[src/rtl/uart_rx_core.sv]
module uart_rx_core (
  input  logic       clk,
  input  logic       rst_n,
  input  logic       baud_x16,
  input  logic       rx_line,
  input  logic [1:0] len_sel,
  input  logic [1:0] par_sel,
  input  logic [1:0] stop_sel,
  input  logic       rd_ack,
  output logic [7:0] rx_data,
  output logic       rx_valid,
  output logic       parity_err,
  output logic       frame_err,
  output logic       overrun_err,
  output logic       irq
);

  localparam logic [3:0] LAST_TICK = 4'd15;
  localparam logic [3:0] MID_TICK  = 4'd7;

  typedef enum logic [2:0] {S_IDLE, S_START, S_DATA, S_PAR, S_STOP, S_HALF} st_t;

  st_t        st;
  logic       rx_m, rx_s;
  logic [3:0] cnt;
  logic [2:0] bit_idx;
  logic [7:0] shreg;
  logic       par_acc, perr_q, frame_bad, stop_second;
  logic       fin, fin_ferr;

  wire       par_on   = (par_sel == 2'd1) || (par_sel == 2'd2);
  wire [2:0] last_idx = {1'b1, len_sel};
  wire [7:0] aligned  = shreg >> (2'd3 - len_sel);

  assign irq = rx_valid | parity_err | frame_err | overrun_err;

  always_comb begin
    fin      = 1'b0;
    fin_ferr = frame_bad;
    if (baud_x16) begin
      if (st == S_STOP && cnt == LAST_TICK &&
          (stop_sel == 2'd0 || (stop_sel[1] && stop_second))) begin
        fin      = 1'b1;
        fin_ferr = frame_bad | ~rx_s;
      end else if (st == S_HALF && cnt == MID_TICK) begin
        fin = 1'b1;
      end
    end
  end

  always_ff @(posedge clk) begin
    if (!rst_n) begin
      st          <= S_IDLE;
      rx_m        <= 1'b1;
      rx_s        <= 1'b1;
      cnt         <= '0;
      bit_idx     <= '0;
      shreg       <= '0;
      par_acc     <= 1'b0;
      perr_q      <= 1'b0;
      frame_bad   <= 1'b0;
      stop_second <= 1'b0;
      rx_data     <= '0;
      rx_valid    <= 1'b0;
      parity_err  <= 1'b0;
      frame_err   <= 1'b0;
      overrun_err <= 1'b0;
    end else begin
      rx_m <= rx_line;
      rx_s <= rx_m;

      if (baud_x16) begin
        unique case (st)
          S_IDLE: begin
            if (!rx_s) begin
              st  <= S_START;
              cnt <= '0;
            end
          end
          S_START: begin
            if (cnt == MID_TICK) begin
              cnt <= '0;
              if (rx_s) st <= S_IDLE;
              else begin
                st        <= S_DATA;
                bit_idx   <= '0;
                shreg     <= '0;
                par_acc   <= 1'b0;
                perr_q    <= 1'b0;
                frame_bad <= 1'b0;
              end
            end else cnt <= cnt + 4'd1;
          end
          S_DATA: begin
            if (cnt == LAST_TICK) begin
              cnt     <= '0;
              shreg   <= {rx_s, shreg[7:1]};
              par_acc <= par_acc ^ rx_s;
              bit_idx <= bit_idx + 3'd1;
              if (bit_idx == last_idx) begin
                st          <= par_on ? S_PAR : S_STOP;
                stop_second <= 1'b0;
              end
            end else cnt <= cnt + 4'd1;
          end
          S_PAR: begin
            if (cnt == LAST_TICK) begin
              cnt    <= '0;
              perr_q <= rx_s != (par_acc ^ (par_sel == 2'd2));
              st     <= S_STOP;
            end else cnt <= cnt + 4'd1;
          end
          S_STOP: begin
            if (cnt == LAST_TICK) begin
              cnt         <= '0;
              frame_bad   <= frame_bad | ~rx_s;
              stop_second <= 1'b1;
              if (stop_sel == 2'd1) st <= S_HALF;
              else if (stop_sel == 2'd0 || stop_second) st <= S_IDLE;
            end else cnt <= cnt + 4'd1;
          end
          S_HALF: begin
            if (cnt == MID_TICK) begin
              cnt <= '0;
              st  <= S_IDLE;
            end else cnt <= cnt + 4'd1;
          end
          default: st <= S_IDLE;
        endcase
      end

      if (rd_ack) begin
        rx_valid    <= 1'b0;
        parity_err  <= 1'b0;
        frame_err   <= 1'b0;
        overrun_err <= 1'b0;
      end

      if (fin) begin
        if (perr_q)   parity_err <= 1'b1;
        if (fin_ferr) frame_err  <= 1'b1;
        if (!perr_q && !fin_ferr) begin
          if (rx_valid && !rd_ack) overrun_err <= 1'b1;
          else begin
            rx_data  <= aligned;
            rx_valid <= 1'b1;
          end
        end
      end
    end
  end

endmodule

[config.mk]
export PLATFORM = sky130hd
export DESIGN_NAME = uart_rx_core
export DESIGN_NICKNAME = d
export VERILOG_FILES = /design/src/rtl/uart_rx_core.sv
export SDC_FILE = /design/constraint.sdc
export NUM_CORES = 1
export LEC_CHECK = 0
export ABC_AREA = 1
export CORE_UTILIZATION = 30
export CTS_BUF_LIST = sky130_fd_sc_hd__clkbuf_4
export DETAILED_ROUTE_END_ITERATION = 16
export PLACE_DENSITY_LB_ADDON = 0.1
export SLEW_MARGIN = 25
export SYNTH_ARGS = -nofsm -noshare
export SYNTH_HDL_FRONTEND = slang
export SYNTH_SLANG_ARGS = --single-unit
export TNS_END_PERCENT = 20
[constraint.sdc]
create_clock -name clk -period 2.4 [get_ports clk]
set_input_delay 0.48 -clock clk [delete_from_list [all_inputs] [get_ports clk]]
set_output_delay 0.48 -clock clk [all_outputs]
set_load 0.02 [all_outputs]
* Word-level counts from Yosys, hierarchy flattened
Index checks and enable logic that the tools add are counted.
** Operators by class
- Muxes and demuxes :: 55
- Shifts and indexed selects :: 1
- $add $sub $neg :: 3
- Bitwise logic cells :: 8
- Equality and inequality tests :: 21
- Reduce and logical (&&, ||, !) cells :: 28
** Operator list (number)
- $mux W3 :: 13
- $mux W1 :: 27
- $mux W8 :: 3
- $reduce_and A5 Y1 :: 4
- $pmux W3 S6 :: 1
- $pmux W8 S2 :: 1
- $mux W4 :: 3
- $ne A2 B2 Y1 const B :: 6
- $pmux W4 S3 :: 1
- $reduce_and A9 Y1 :: 1
- $pmux W1 S2 :: 4
- $reduce_bool A2 Y1 :: 4
- $shr A8 B2 Y8 :: 1
- $eq A3 B2 Y1 const B :: 2
- $eq A3 B3 Y1 const B :: 2
- $logic_and A1 B1 Y1 :: 6
- $pmux W3 S2 :: 1
- $reduce_and A3 Y1 :: 2
- $add A4 B1 Y4 const B :: 1
- $eq A2 B1 Y1 const B :: 2
- $eq A4 B3 Y1 const B :: 1
- $eq A4 B4 Y1 const B :: 1
- $ne A2 B1 Y1 const B :: 2
- $or A1 B1 Y1 :: 4
- 17 further kinds :: 23
** Word-level totals
- Flip-flop bits (word level) :: 36
- Input bits :: 11
- Output and inout bits :: 13
- Word-level logic and storage cells :: 131

* Depth between registers and ports, before layout
- Word-level depth :: 9
- Gate-level depth with buffers :: 12

* Worst setup path after synthesis
No wires, ideal clock.
- Kind :: flip-flop to flip-flop
- Start point :: reg cnt[1]
- End point :: reg par_acc
- Buffers on the path :: 0
- Slack :: 848 ps
- Period minus slack after synthesis :: 1552 ps
- Data arrival time :: 1437 ps
- Stages on the path, launching flop included :: 13
- Cells stage by stage :: dfxtp_1 > ha_1 > nand2_1 > nor2_1 > inv_1 > nand2_1 > nand2_2 > inv_1 > nand2_1 > nand2_1 > inv_1 > nand2_1 > nor2_1
** Between the ends
- Cells in the longest elaborated chain, start to end :: 3
- Elaborated cells between the ends (all ways) :: 5
** RTL lines
- start: declaration :: line 25 : logic [3:0] cnt;
- start signal: assignment :: line 92 : end else cnt <= cnt + 4'd1;
- start signal: assignment :: line 104 : end else cnt <= cnt + 4'd1;
- start signal: assignment :: line 111 : end else cnt <= cnt + 4'd1;
- $eq A4 B3 Y1 or $eq A4 B4 Y1 (tied branches) :: line 81, 95
- $ne A2 B2 Y1 (no line)
- $reduce_and A5 Y1 (no line) *
- end signal: assignment :: line 98 : par_acc <= par_acc ^ rx_s;
- end: declaration :: line 28 : logic par_acc, perr_q, frame_bad, stop_second;
Every way passes the cells marked *; elsewhere a longest branch is shown, timed or not.
A chain may end at the register's enable or synchronous reset.

* Worst setup path in the final report
- Start point :: reg rx_valid
- End point :: out irq
** Between the ends
- Cells in the longest elaborated chain, start to end :: 3
** RTL lines
- start: declaration :: line 11 : output logic rx_valid,
- start signal: assignment :: line 64 : rx_valid <= 1'b0;
- start signal: assignment :: line 133 : rx_valid <= 1'b0;
- start signal: assignment :: line 146 : rx_valid <= 1'b1;
- $or A1 B1 Y1 (3 in a row) :: line 35 : assign irq = rx_valid | parity_err | frame_err | overrun_err;
- end: declaration :: line 15 : output logic irq
No other way between the ends.

==> flow_summary.json <==
{
  "antenna_found_initial": 0,
  "status": "complete, but fails checks",
  "drc": 6,
  "die_area_sq_um": 7089,
  "clock_sinks": 36,
  "p_sw_uw": 595.5,
  "htree_levels": 2,
  "drtAntennaViolNets": 0,
  "first_global_vias": 1793,
  "routed_wl_microns": 4731,
  "syn_nets": 337,
  "clkSlewWorstSetupHoldPaths_ns": 0.12,
  "cts_max_path_buffers": 2,
  "cts_resized": 0,
  "fp.dieH_microns": 84.20,
  "syn_to_final_growth_pct": 19.38,
  "io_buffers": 23,
  "rows": 29,
  "ctsHoldBuffers": 0,
  "yosys_warnings": 0,
  "final-setup-viol-count": 0,
  "grt_max_degree": 20,
  "slowest_stage": "clkdlybuf4s50_1",
  "vias": 1946,
  "synth_cells": 323,
  "hpwl_microns": 3614,
  "worstSetupStartpointType": "flip-flop",
  "grt_pass1_wl_microns": 8376,
  "core_area_sq_um": 6422,
  "netlist_area_sq_um": 2027,
  "ir_drop_uv": 303.3,
  "vias_per_cell": 4.557,
  "place_congestion": 0.8493,
  "final_hold_viol_count": 0,
  "pin_count": 24,
  "cp_cell_sequence": "or4_1, clkdlybuf4s50_1",
  "fin_crit_ns": 2.232,
  "wl_per_cell_microns": 11.08,
  "comb_power_share": 0.302,
  "internal_power_uw": 1038,
  "ys_seq_area_frac": 0.3556,
  "critPathKind": "flip-flop to output pin",
  "final_cell_mix": "84 x nand2_1, 56 x nor2_1, 39 x inv_1, 36 x dfxtp_1, 23 x clkdlybuf4s50_1",
  "synth-seq-cells": 36,
  "required_ns": 1.92,
  "slew_headroom": 0.7038,
  "fmax_mhz": 447.9,
  "timing.hold.ws_ns": 0.4480,
  "nFillCells": 726,
  "fin_nets": 363,
  "grt_use_total": 0.1463,
  "drtIter0Drc": 77,
  "crit_buf_inv": 1,
  "fin_crit_sh": 0.9302,
  "antenna_cells": 0,
  "cap_viol_max_count": 0,
  "numCtsBuffers": 5,
  "p_leak_uw": 0.001017,
  "critPathTopFamily": "buffers and inverters",
  "final_common_cell": "nand2_1",
  "slew_viol_final": 0,
  "first_pass_iters": 11,
  "worst_pin_slew_ns": 0.4438,
  "drive_above_1_share": 0.08571,
  "postCtsSetupRepairBufs": 0,
  "die_x_microns": 84.20,
  "fin_worst_skew_ns": 0.01233,
  "insertion_delay_ns": 0.34,
  "max_stage_delay_ns": 0.55,
  "crit_arrival_ns": 1.75,
  "globalRouteOverflowTotal": 0,
  "cts_root_buffer": "clkbuf_4",
  "cts_tree": "done",
  "powerDensity_nw_per_um2": 675.2,
  "violations": "design-rule violations",
  "critPathMaxFanout": 3,
  "rsz0062_at_grt": "no",
  "seqPwrFrac": 0.424,
  "end_kind": "output pin",
  "fin_setup_tns_ns": 0,
  "floorplan.initialDensity": 0.3156,
  "clockPowerShare": 0.274,
  "holdCritPathClass": "flip-flop to flip-flop",
  "synth.distinct_cells": 29,
  "p_sw_frac": 0.3645,
  "syn_area_per_cell_sq_um": 6.275
}
state kept, by name (all words and copies together) (netlist names):
| signal | count |
|---|---|
| rx_data | 8 |
| shreg | 8 |
| cnt | 4 |
| bit_idx | 3 |
| st | 3 |
| frame_bad | 1 |
| frame_err | 1 |
| overrun_err | 1 |
| par_acc | 1 |
| parity_err | 1 |
| perr_q | 1 |
| rx_m | 1 |
| rx_s | 1 |
| rx_valid | 1 |
| stop_second | 1 |
final timing paths:
check,endpoint,from,cells after the start,slack [ns]
setup / recovery,irq,rx_valid,2,0.17
hold / removal,rx_s,rx_m,1,0.45
setup reg to reg,par_acc,cnt[1],12,0.47
hold reg to reg,rx_s,rx_m,1,0.45
cell type report:
class	instances	area (sq um)	share of cell area
Clock inverter	2	35.03	0.01448
Clock buffer	6	45.04	0.01861
Multi-Input combinational cell	235	1097	0.4535
Timing Repair Buffer	27	260.3	0.1075
Inverter	44	165.2	0.06825
Tap cell	77	96.34	0.03981
Sequential cell	36	720.7	0.2978
layer usage:
| metal | GRT usage | vias to the layer above | share of wire |
|---|---|---|---|
| met1 | 0.2021 | 844 | 0.53 |
| met2 | 0.2258 | 29 | 0.42 |
| met3 | 0.03147 | 5 | 0.042 |
| met4 | 0.05016 | 0 | 0.012 |
| li1 | - | 1068 | - |
| met5 | 0 | - | 0 |
cells in the mapped netlist (all sizes together):
library cell / n / area share
a21oi: 21 / 0.052
or2: 2 / 0.0062
o21ai: 25 / 0.064
xor2: 1 / 0.0043
ha: 3 / 0.019
buf: 4 / 0.014
mux2i: 1 / 0.0049
clkbuf: 4 / 0.0074
inv: 44 / 0.081
dfxtp: 36 / 0.36
a211oi: 1 / 0.0037
xnor2: 2 / 0.0086
a221oi: 1 / 0.0043
nand3: 20 / 0.049
nand4: 3 / 0.0093
nand3b: 1 / 0.0037
nor2: 63 / 0.14
or4: 1 / 0.0037
nand2: 87 / 0.16
nor3: 3 / 0.0074
cells by family (layout without fill, tap and decap cells):
family                     after synthesis  after routing  share of synthesized area
DFF                                     36             36                     0.3556
and+or+nand+nor                        180            180                     0.3815
adders and majority gates                3              3                    0.01852
xor gates and xnor gates                 3              3                    0.01297
AOI/OAI and AO/OA                       48             48                     0.1235
buffers and inverters                   52             79                     0.1031
muxes                                    1              1                   0.004938
stage by stage:
| stage | total power (uW) | instance area (sq um) | setup slack [ns] | util | cells |
|---|---|---|---|---|---|
| floorplan | 1091 | 2027 | 0.8479 | - | 323 |
| global placement | 1208 | 2340 | 0.2648 | 0.3643 | 419 |
| detailed placement | 1203 | 2340 | 0.2391 | 0.3643 | 419 |
| CTS | 1661 | 2420 | 0.1435 | 0.3768 | 427 |
| global route | 1764 | 2420 | 0.1174 | 0.3768 | 427 |
| finish | 1634 | 2420 | 0.1676 | 0.3768 | 427 |
power by group through the flow:
stage          combinational, uW  sequential (uW)  clock, uW
2_1_floorplan                408              684          0
3_3_place_gp                 501              708          0
3_5_place_dp                 497              706          0
4_1_cts                      499              693        469
5_1_grt                      573              703        487
6_report                     493              693        447
Power figures use the tool's default switching activity.
